--- src/rtl/clkdiv_pkg.sv ---
package clkdiv_pkg;
    localparam int WORD_W    = 32;
    localparam int CNT_W     = 6;
    localparam int RAT_W     = CNT_W + 1;
    localparam int LO_LSB    = 0;
    localparam int HI_LSB    = CNT_W;
    localparam int PASS_BIT  = 2 * CNT_W + 1;
    localparam int HOLD_BIT  = 2 * CNT_W + 2;

    typedef logic [CNT_W-1:0] cnt_t;

    typedef struct packed {
        logic pass;
        cnt_t hi;
        cnt_t lo;
    } phase_cfg_t;

    typedef enum logic [1:0] {
        ST_PASS = 2'd0,
        ST_HIGH = 2'd1,
        ST_LOW  = 2'd2
    } phase_st_e;

    // Decode a word into effective counts; zero counts become 1.
    function automatic phase_cfg_t decode_word(input logic [WORD_W-1:0] w);
        phase_cfg_t c;
        c.pass = w[PASS_BIT];
        c.hi   = w[HI_LSB +: CNT_W];
        c.lo   = w[LO_LSB +: CNT_W];
        if (c.hi == '0) c.hi = cnt_t'(1);
        if (c.lo == '0) c.lo = cnt_t'(1);
        return c;
    endfunction

    function automatic logic [RAT_W-1:0] cfg_ratio(input phase_cfg_t c);
        if (c.pass) return RAT_W'(1);
        return {1'b0, c.hi} + {1'b0, c.lo};
    endfunction
endpackage

--- src/rtl/clkdiv_cfg_stage.sv ---
module clkdiv_cfg_stage
    import clkdiv_pkg::*;
(
    input  logic              clk,
    input  logic              rst_n,
    input  logic [WORD_W-1:0] word,
    input  logic              apply,
    input  logic              take,
    output phase_cfg_t        pend,
    output logic              pend_v
);
    logic accept;
    assign accept = apply && !word[HOLD_BIT];

    always_ff @(posedge clk or negedge rst_n) begin
        if (!rst_n) begin
            pend   <= '{pass: 1'b1, hi: cnt_t'(1), lo: cnt_t'(1)};
            pend_v <= 1'b0;
        end else if (accept) begin
            pend   <= decode_word(word);
            pend_v <= 1'b1;
        end else if (take) begin
            pend_v <= 1'b0;
        end
    end

    AST_HOLD_IGNORED: assert property (@(posedge clk) disable iff (!rst_n)
        (apply && word[HOLD_BIT] && !take) |=> ($stable(pend) && $stable(pend_v)));
endmodule

--- src/rtl/clkdiv_phase_fsm.sv ---
module clkdiv_phase_fsm
    import clkdiv_pkg::*;
(
    input  logic       clk,
    input  logic       rst_n,
    input  phase_cfg_t pend,
    input  logic       pend_v,
    output logic       take,
    output phase_cfg_t act,
    output logic       div_q,
    output logic       pass_q
);
    phase_st_e  st, st_nx;
    cnt_t       cnt, cnt_nx;
    phase_cfg_t act_nx;

    always_comb begin
        st_nx  = st;
        cnt_nx = cnt;
        act_nx = act;
        take   = 1'b0;
        unique case (st)
            ST_PASS: begin
                if (pend_v) begin
                    take   = 1'b1;
                    act_nx = pend;
                    st_nx  = pend.pass ? ST_PASS : ST_HIGH;
                    cnt_nx = '0;
                end
            end
            ST_HIGH: begin
                if (cnt == cnt_t'(act.hi - 1'b1)) begin
                    st_nx  = ST_LOW;
                    cnt_nx = '0;
                end else begin
                    cnt_nx = cnt + 1'b1;
                end
            end
            ST_LOW: begin
                if (cnt == cnt_t'(act.lo - 1'b1)) begin
                    cnt_nx = '0;
                    if (pend_v) begin
                        take   = 1'b1;
                        act_nx = pend;
                        st_nx  = pend.pass ? ST_PASS : ST_HIGH;
                    end else begin
                        st_nx  = ST_HIGH;
                    end
                end else begin
                    cnt_nx = cnt + 1'b1;
                end
            end
            default: begin
                st_nx  = ST_PASS;
                cnt_nx = '0;
            end
        endcase
    end

    // State register
    always_ff @(posedge clk or negedge rst_n) begin
        if (!rst_n) begin
            st  <= ST_PASS;
            cnt <= '0;
            act <= '{pass: 1'b1, hi: cnt_t'(1), lo: cnt_t'(1)};
        end else begin
            st  <= st_nx;
            cnt <= cnt_nx;
            act <= act_nx;
        end
    end

    // Output register
    always_ff @(posedge clk or negedge rst_n) begin
        if (!rst_n) begin
            div_q  <= 1'b0;
            pass_q <= 1'b1;
        end else begin
            div_q  <= (st_nx == ST_HIGH);
            pass_q <= (st_nx == ST_PASS);
        end
    end

    AST_LOAD_AT_END: assert property (@(posedge clk) disable iff (!rst_n)
        (st == ST_HIGH) |=> $stable(act));
    AST_HIGH_BOUND: assert property (@(posedge clk) disable iff (!rst_n)
        (st == ST_HIGH) |-> (cnt < act.hi));
    AST_LOW_BOUND: assert property (@(posedge clk) disable iff (!rst_n)
        (st == ST_LOW) |-> (cnt < act.lo));
    AST_OUT_TRACKS: assert property (@(posedge clk) disable iff (!rst_n)
        div_q == (st == ST_HIGH));
endmodule

--- src/rtl/clkdiv_out_mux.sv ---
module clkdiv_out_mux (
    input  logic clk_in,
    input  logic pass,
    input  logic div,
    output logic clk_out
);
    assign clk_out = pass ? clk_in : div;
endmodule

--- src/rtl/clkdiv_hl.sv ---
module clkdiv_hl
    import clkdiv_pkg::*;
(
    input  logic              clk_in,
    input  logic              rst_n,
    input  logic [WORD_W-1:0] cfg_word,
    input  logic              cfg_apply,
    output logic              clk_div,
    output logic [RAT_W-1:0]  ratio
);
    phase_cfg_t pend, act;
    logic       pend_v, take, div_q, pass_q;

    clkdiv_cfg_stage u_cfg (
        .clk(clk_in), .rst_n(rst_n), .word(cfg_word), .apply(cfg_apply),
        .take(take), .pend(pend), .pend_v(pend_v)
    );

    clkdiv_phase_fsm u_fsm (
        .clk(clk_in), .rst_n(rst_n), .pend(pend), .pend_v(pend_v),
        .take(take), .act(act), .div_q(div_q), .pass_q(pass_q)
    );

    clkdiv_out_mux u_mux (
        .clk_in(clk_in), .pass(pass_q), .div(div_q), .clk_out(clk_div)
    );

    assign ratio = cfg_ratio(act);

    AST_RATIO_NONZERO: assert property (@(posedge clk_in) disable iff (!rst_n)
        ratio != '0);
    AST_PASS_RATIO: assert property (@(posedge clk_in) disable iff (!rst_n)
        pass_q |-> (ratio == RAT_W'(1)));
endmodule

--- config.mk ---
export PLATFORM = sky130hd
export DESIGN_NAME = clkdiv_hl
export DESIGN_NICKNAME = d
export VERILOG_FILES = /design/src/rtl/clkdiv_pkg.sv /design/src/rtl/clkdiv_cfg_stage.sv /design/src/rtl/clkdiv_phase_fsm.sv /design/src/rtl/clkdiv_out_mux.sv /design/src/rtl/clkdiv_hl.sv
export SDC_FILE = /design/constraint.sdc
export NUM_CORES = 1
export LEC_CHECK = 0
export CAP_MARGIN = 20
export CORE_ASPECT_RATIO = 2
export CORE_MARGIN = 2
export CORE_UTILIZATION = 52
export CTS_CLUSTER_DIAMETER = 100
export CTS_CLUSTER_SIZE = 30
export DETAILED_ROUTE_END_ITERATION = 10
export PLACE_DENSITY_LB_ADDON = 0.05
export SLEW_MARGIN = 20
export SYNTH_ARGS = -nofsm -noshare
export SYNTH_HDL_FRONTEND = slang
export SYNTH_SLANG_ARGS = --single-unit
--- constraint.sdc ---
create_clock -name clk_in -period 2.85 [get_ports clk_in]
set_input_delay 0.57 -clock clk_in [delete_from_list [all_inputs] [get_ports clk_in]]
set_output_delay 0.57 -clock clk_in [all_outputs]
set_load 0.01 [all_outputs]
Word level (Yosys, flattened, before mapping)

Cells that the tools add are included.

Memories kept: 0
Output and inout bits: 8
RAM bits: 0
Input port bits: 35
Word-level logic and storage cells: 55
Bits in latches: 0
Memory bits (read-only): 0
Register bits: 37

Equal/unequal tests: 7
Magnitude comparators: 0
Divide/modulo/power cells: 0
Reduce and logical (&&, ||, !) cells: 9
Multipliers: 0
Add/sub/neg operators: 4
Bitwise logic cells: 0
Muxes and demuxes: 24
Shift-type cells: 0

Operators with widths:

| cell                  | count |
|---|---|
| $mux W6               | 5 |
| $mux W13              | 2 |
| $pmux W13 S2          | 1 |
| $pmux W6 S3           | 1 |
| $mux W7               | 2 |
| $eq A6 B6 Y1          | 2 |
| $logic_not A6 Y1      | 2 |
| $sub A6 B1 Y6 const B | 2 |
| $mux W2               | 4 |
| $add A6 B6 Y7         | 1 |
| $mux W1               | 7 |
| $add A6 B1 Y6 const B | 1 |
| $pmux W2 S3           | 1 |
| $eq A2 B1 Y1 const B  | 2 |
| $logic_not A2 Y1      | 2 |
| $reduce_bool A2 Y1    | 2 |
| $eq A2 B2 Y1 const B  | 1 |
| $ne A2 B1 Y1 const B  | 1 |
| $ne A2 B2 Y1 const B  | 1 |
| $pmux W1 S2           | 1 |
| $reduce_and A2 Y1     | 1 |
| $logic_and A1 B1 Y1   | 1 |
| $logic_not A1 Y1      | 1 |

Logic depth before layout (Yosys ltp)

Gate-level depths: netlist of run 1.

Depth in word-level cells: 6
Gate-level depth with buffers: 9
Depth with buffers taken out: 8

Cells and area by module

A second synthesis of run 1 with hierarchy kept.

Cell total of the unflattened synthesis: 243
Area total of the unflattened synthesis: 2,287.2 um^2

Modules (own cells, without submodules):

| module           | times used | area an instance (um^2) | seq. area each (um^2) | cells each |
|---|---|---|---|---|
| clkdiv_phase_fsm | 1          | 1,398.8                 | 580.6                 | 140 |
| clkdiv_cfg_stage | 1          | 564.3                   | 354.1                 | 63 |
| clkdiv_hl        | 1          | 309.0                   | 0.0                   | 39 |
| clkdiv_out_mux   | 1          | 15.0                    | 0.0                   | 1 |

==> results_dict.tcl, run 1 <==
set metrics [dict create \
    drt_wl_total_um 4918 \
    place_hpwl_um 3742 \
    setup_viol 0 \
    hp-class "primary input to asynchronous set/reset pin" \
    synth.top_cells.by_area "dfrtp_1 33%, dfstp_2 8.0%, ha_1 7.1%" \
    worstSetupPathType "flip-flop to primary output" \
    pwr-share-seq_pct 27.7 \
    crit_required_ns 2.28 \
    grtUsageMet2_pct 39.46 \
    power_frac_clock_pct 18.5 \
    ys_seq_elements 37 \
    grt_pass1_wl_um 8521 \
    finalCritPeriodShare_pct 97.19 \
    fin_area_um2 2816 \
    cp.arrival_ns 2.20 \
    use_met1_pct 25.00 \
    maxCapViolCount 0 \
    power.internal_w 0.002002 \
    grt_pass1_vias 1813 \
    irDropWorstVdd_mv 0.8885 \
    start_util_pct 53.64 \
    grt_usage_pct 23.06 \
    core_area_um2 4297 \
    start_kind "flip-flop" \
    fin_setup_tns_ns 0 \
    synth.top_cell.area_share_pct 32.57 \
    synth_cell_types 49 \
    grt-busiest-layer "met2" \
    grt_max_degree 38 \
    leakagePower_nw 1.218 \
    syn_area_per_cell_um2 10.57 \
    min_period_ns 2.770 \
    wl_per_cell_um 15.76 \
    yosysMostFrequentCell "dfrtp_1" \
    detailed_place.area_um2 2621 \
    use_met3_pct 4.587 \
    gr-total-overflow 0 \
    gp_congestion 0.8591 \
    worstReg2RegEnd "u_fsm.act[11]$_DFFE_PN0P_" \
    ys_seq_area_share_pct 40.55 \
    ios 43 \
    crit_path_end_kind "primary output" \
    crit_fanout 3 \
    async_flop_share_pct 100.0 \
    rows 34 \
    p_comb_share_pct 53.8 \
    viasPerCell 5.474 \
    vias 1708 \
    cts_tree "yes" \
    synth_edf_count 0 \
    dieWidth_um 51.08 \
    synth_flop_cell "dfrtp_1" \
    synth.largest_area_cell "dfrtp_1" \
    drv_slew 0 \
    sw_frac_of_total_pct 38.00 \
    fin_skew_ns 0.004944 \
    diodes 0 \
    antenna_found_initial 0 \
    tightestPinTransition_ns 0.8303 \
    synthCells 218 \
    powerDensity_nw_per_um2 1146 \
    ant_nets 0 \
    dr.first_iter.drc_count 34 \
    r2r_slack_ns 0.25 \
    drc 0 \
    dieArea_um2 5013 \
    rsz0062_at_grt "false" \
    clkLatencyLatePin_ns 0.39 \
    hold_viol 0 \
    clk_pin_slew_worst_paths_ns 0.07 \
    dieHeight_um 98.15 \
    outcome "completed" \
    synth_nets 267 \
    nets 306 \
    syn2layout_area_growth_pct 22.20 \
    yosys_warnings 0 \
    reg2reg_depth 9 \
    syn_area_um2 2305 \
    drive_gt1_share_pct 26.74 \
    p_sw_w 0.001227 \
    fmax_mhz 361.0 \
    first_pass_iters 4 \
    synthTopCellsByCount "30 x dfrtp_1, 17 x nand2_1, 16 x nor2_1, 15 x xnor2_1, 14 x inv_1" \
    slew_headroom_pct 44.65 \
    io_buffers 24 \
    r2r_start "u_fsm.act[0]$_DFFE_PN1P_" \
]
## worst max path at each step
stage | startpoint | end
3_5_place_dp | u_fsm.act[6]$_DFFE_PN1P_ | ratio[6]
4_1_cts | u_fsm.act[6]$_DFFE_PN1P_ | ratio[6]
5_1_grt | u_fsm.act[1]$_DFFE_PN0P_ | ratio[4]
3_3_place_gp | u_fsm.act[6]$_DFFE_PN1P_ | ratio[6]
2_1_floorplan | clk_in | clk_div
6_report | u_fsm.act[1]$_DFFE_PN0P_ | ratio[1]
## area by class of cell
cell class | count | area, um2
well taps | 54 | 67.56
clock buffers | 10 | 122.6
flip-flops and latches | 37 | 935.9
clock inverters | 2 | 38.79
inverters | 14 | 52.55
repair buffers | 34 | 301.5
fillers | 350 | 1480
multi-input cells | 161 | 1297
## layer usage
layer	vias to the layer above	wire length (um)
met1	804	1839
met2	45	2732
met5	-	0
met3	15	146
met4	0	199
li1	844	-
## placed cells by master, fill, tap and decap left out, types with 10 or more instances in the layout
cell	Yosys	routed
xnor2_1	15	15
nand2_1	17	17
dfrtp_1	30	29
clkdlybuf4s50_1	0	19
a21oi_1	11	10
ha_1	13	12
mux2_4	10	10
mux2_2	13	13
nor2_1	16	16
buf_4	0	11
inv_1	14	14
## flip-flops by register name, summed over array words and instances (netlist names)
register      count
u_cfg.pend       13
u_fsm.act        13
u_cfg.pend_v      1
u_fsm.div_q       1
u_fsm.cnt         6
u_fsm.st          2
u_fsm.pass_q      1
## cell families after synthesis
| family | after synthesis | synth area share (%) |
|---|---|---|
| compound gates | 43 | 12.87 |
| xor+xnor | 16 | 6.081 |
| fa+ha+maj | 14 | 7.926 |
| buf+inv | 20 | 3.963 |
| flops | 37 | 40.55 |
| mux | 25 | 13.84 |
| simple gates | 63 | 14.77 |
## metrics by stage
step | setup slack [ns] | hold WS [ns] | utilization [%] | cells | power, W
floorplan | 0.5797 | 0.2744 | - | 218 | 0.002058
global placement | 0.1269 | 0.4618 | 61.01 | 297 | 0.002593
detailed placement | 0.1141 | 0.4704 | 61.01 | 297 | 0.002649
CTS | -0.01788 | 0.2897 | 64.68 | 308 | 0.003210
global route | 0.003460 | 0.3417 | 65.55 | 312 | 0.003478
finish | 0.08006 | 0.2686 | 65.55 | 312 | 0.003229
## power groups by stage
stage / registers (W) / logic (W) / clock network (W)
floorplan: 0.000876 / 0.00116 / 0.0000251
global placement: 0.000900 / 0.00164 / 0.0000518
detailed placement: 0.000907 / 0.00169 / 0.0000518
CTS: 0.000898 / 0.00169 / 0.000617
global route: 0.000921 / 0.00192 / 0.000634
finish: 0.000894 / 0.00174 / 0.000598
## critical path, stage by stage (launching register included)
cell	delay, ns
dfrtp_2	0.44
buf_4	0.15
fa_2	0.54
nor2b_1	0.13
clkdlybuf4s50_1	0.55
## repair_timing
item,4_1_cts,5_1_grt
pin swaps,0,4
hold buffers,0,0
resized for setup,9,4
cloned,0,0
setup endpoints to repair,5,4
setup buffers,0,4
Note: power is estimated with default switching activity, not from simulation.
==> run 2, diff against run 1 <==
==> constraint.sdc (replaced) <==
create_clock -name clk_in -period 2.85 [get_ports clk_in]
set_input_delay 0.57 -clock clk_in [delete_from_list [all_inputs] [get_ports clk_in]]
set_output_delay 0.57 -clock clk_in [all_outputs]
set_load 0.05 [all_outputs]
==> run 2 against run 1 <==
Compared with the run above:
- cell count down 2.6%
- non-clock buffer count down 7
- combinational power up 24%
- largest power group unchanged
- critical endpoint is now clk_div
==> results_dict.tcl, run 2 (synthesis gave the netlist of run 1 again) <==
set metrics [dict create \
    outcome "completed" \
    crit_required_ns 2.28 \
    fin_skew_ns 0.006412 \
    setup_viol 0 \
    crit_chain "clkbuf_8, clkbuf_8, mux2_2, clkdlybuf4s15_2" \
    worstReg2RegEnd "u_fsm.act[11]$_DFFE_PN0P_" \
    drv_slew 0 \
    io_buffers 24 \
    crit_path_end_kind "primary output" \
    layout_common_cells "28 x dfrtp_1, 17 x nand2_1, 16 x clkdlybuf4s50_1, 15 x xnor2_1, 15 x nor2_1" \
    start_util_pct 53.64 \
    fin_setup_tns_ns 0 \
    antenna_found_initial 0 \
    ios 43 \
    place_hpwl_um 3634 \
    start_kind "clock port" \
    dieArea_um2 5013 \
    top_regs "u_cfg.pend (13), u_fsm.act (13), u_fsm.cnt (6)" \
    r2r_start "u_fsm.act[0]$_DFFE_PN1P_" \
    drt_wl_total_um 5016 \
    powerDensity_nw_per_um2 1319 \
    tightestPinTransition_ns 0.8161 \
    grt_pass1_wl_um 8411 \
    r2r_slack_ns 0.20 \
    detailed_place.area_um2 2596 \
    whs_ns 0.2657 \
    first_pass_iters 4 \
    crit_path_frequent_cell "clkbuf_8" \
    clk_pin_slew_worst_paths_ns 0.07 \
    worstSetupPathType "clock port to primary output" \
    grt_max_degree 38 \
    clkLatencyLatePin_ns 0.39 \
    grt_usage_pct 22.37 \
    vias 1730 \
    hp-class "primary input to asynchronous set/reset pin" \
    diodes 0 \
    slowest_delay_ns 0.33 \
    irDropWorstVdd_mv 1.527 \
    fillCellCount 359 \
    crit_fanout 2 \
    rows 34 \
    power_w 0.003687 \
    wl_per_cell_um 16.50 \
    postCtsHoldBufs 0 \
    layout_commonest_cell "dfrtp_1" \
    seq_area_um2 937.1 \
    multi_input_area_um2 1318 \
    ant_nets 0 \
    fin_area_um2 2795 \
    cts_tree "yes" \
    grt_pass1_vias 1828 \
    syn2layout_area_growth_pct 21.28 \
    drive_gt1_share_pct 29.20 \
    critPathTopFamily "buffers and inverters" \
    cp_num_buf_inv 3 \
    drc 0 \
    dieHeight_um 98.15 \
    dr.first_iter.drc_count 20 \
    nets 299 \
    gr-total-overflow 0 \
    worst_slack_ns 0.03902 \
    dieWidth_um 51.08 \
    slew_headroom_pct 45.60 \
    gp_congestion 0.8585 \
    viasPerCell 5.691 \
    place_ws_ns -0.07438 \
    reg2reg_depth 9 \
    cpMaxStageDelayCell "clkdlybuf4s15_2" \
    leakagePower_nw 1.189 \
    core_area_um2 4297 \
    maxCapViolCount 0 \
    hold_viol 0 \
    cp.arrival_ns 2.24 \
]
run 2: cell count changes in the layout (fill, tap and decap cells not counted), sizes merged:
cell,delta
clkdlybuf4s50,-3
buf,-2
dlygate4sd2,-2
bufinv,-1
clkinv,-1
clkinvlp,+1
run 2: how the worst max path moves through the flow:
stage	startpoint	end	slack, ns	cells past startpoint
floorplan	u_fsm.act[6]$_DFFE_PN1P_	ratio[6]	0.1	8
global placement	clk_in	clk_div	-0.07	2
detailed placement	clk_in	clk_div	-0.07	2
CTS	clk_in	clk_div	0.03	4
global route	u_fsm.act[0]$_DFFE_PN1P_	ratio[6]	-0.007	9
finish	clk_in	clk_div	0.04	4
run 2: per-stage QoR:
stage | util [%] | cells
after global routing | 65.06 | 304
after CTS | 64.01 | 302
after detailed placement | 60.43 | 290
after global placement | 60.43 | 290
after floorplan | - | 218
final | 65.06 | 304
run 2: repair_timing:
item | in CTS | in global routing
setup buffers | 2 | 2
pin swaps | 1 | 2
gates resized for setup | 5 | 9
gates cloned | 0 | 0
endpoints found under the setup margin | 3 | 3
run 2: power by group:
group,switching [W],internal [W]
combinational,0.00117,0.000990
clock,0.000264,0.000313
sequential,0.000242,0.000713
run 2: routing by layer:
layer	wire length, um	GRT usage, %	vias to the layer above
li1	-	-	826
met1	1802	22.87	844
met2	2845	40.36	43
met3	179	5.352	17
met4	189	11.23	0
met5	0	0	-
run 2: final cells by class:
type / count / area share (%)
clock buffer: 10 / 4.834
sequential: 37 / 33.53
timing repair buffer: 27 / 9.937
clock inverter: 1 / 0.2686
inverter: 14 / 1.880
tap: 54 / 2.417
multi-input combinational: 161 / 47.14
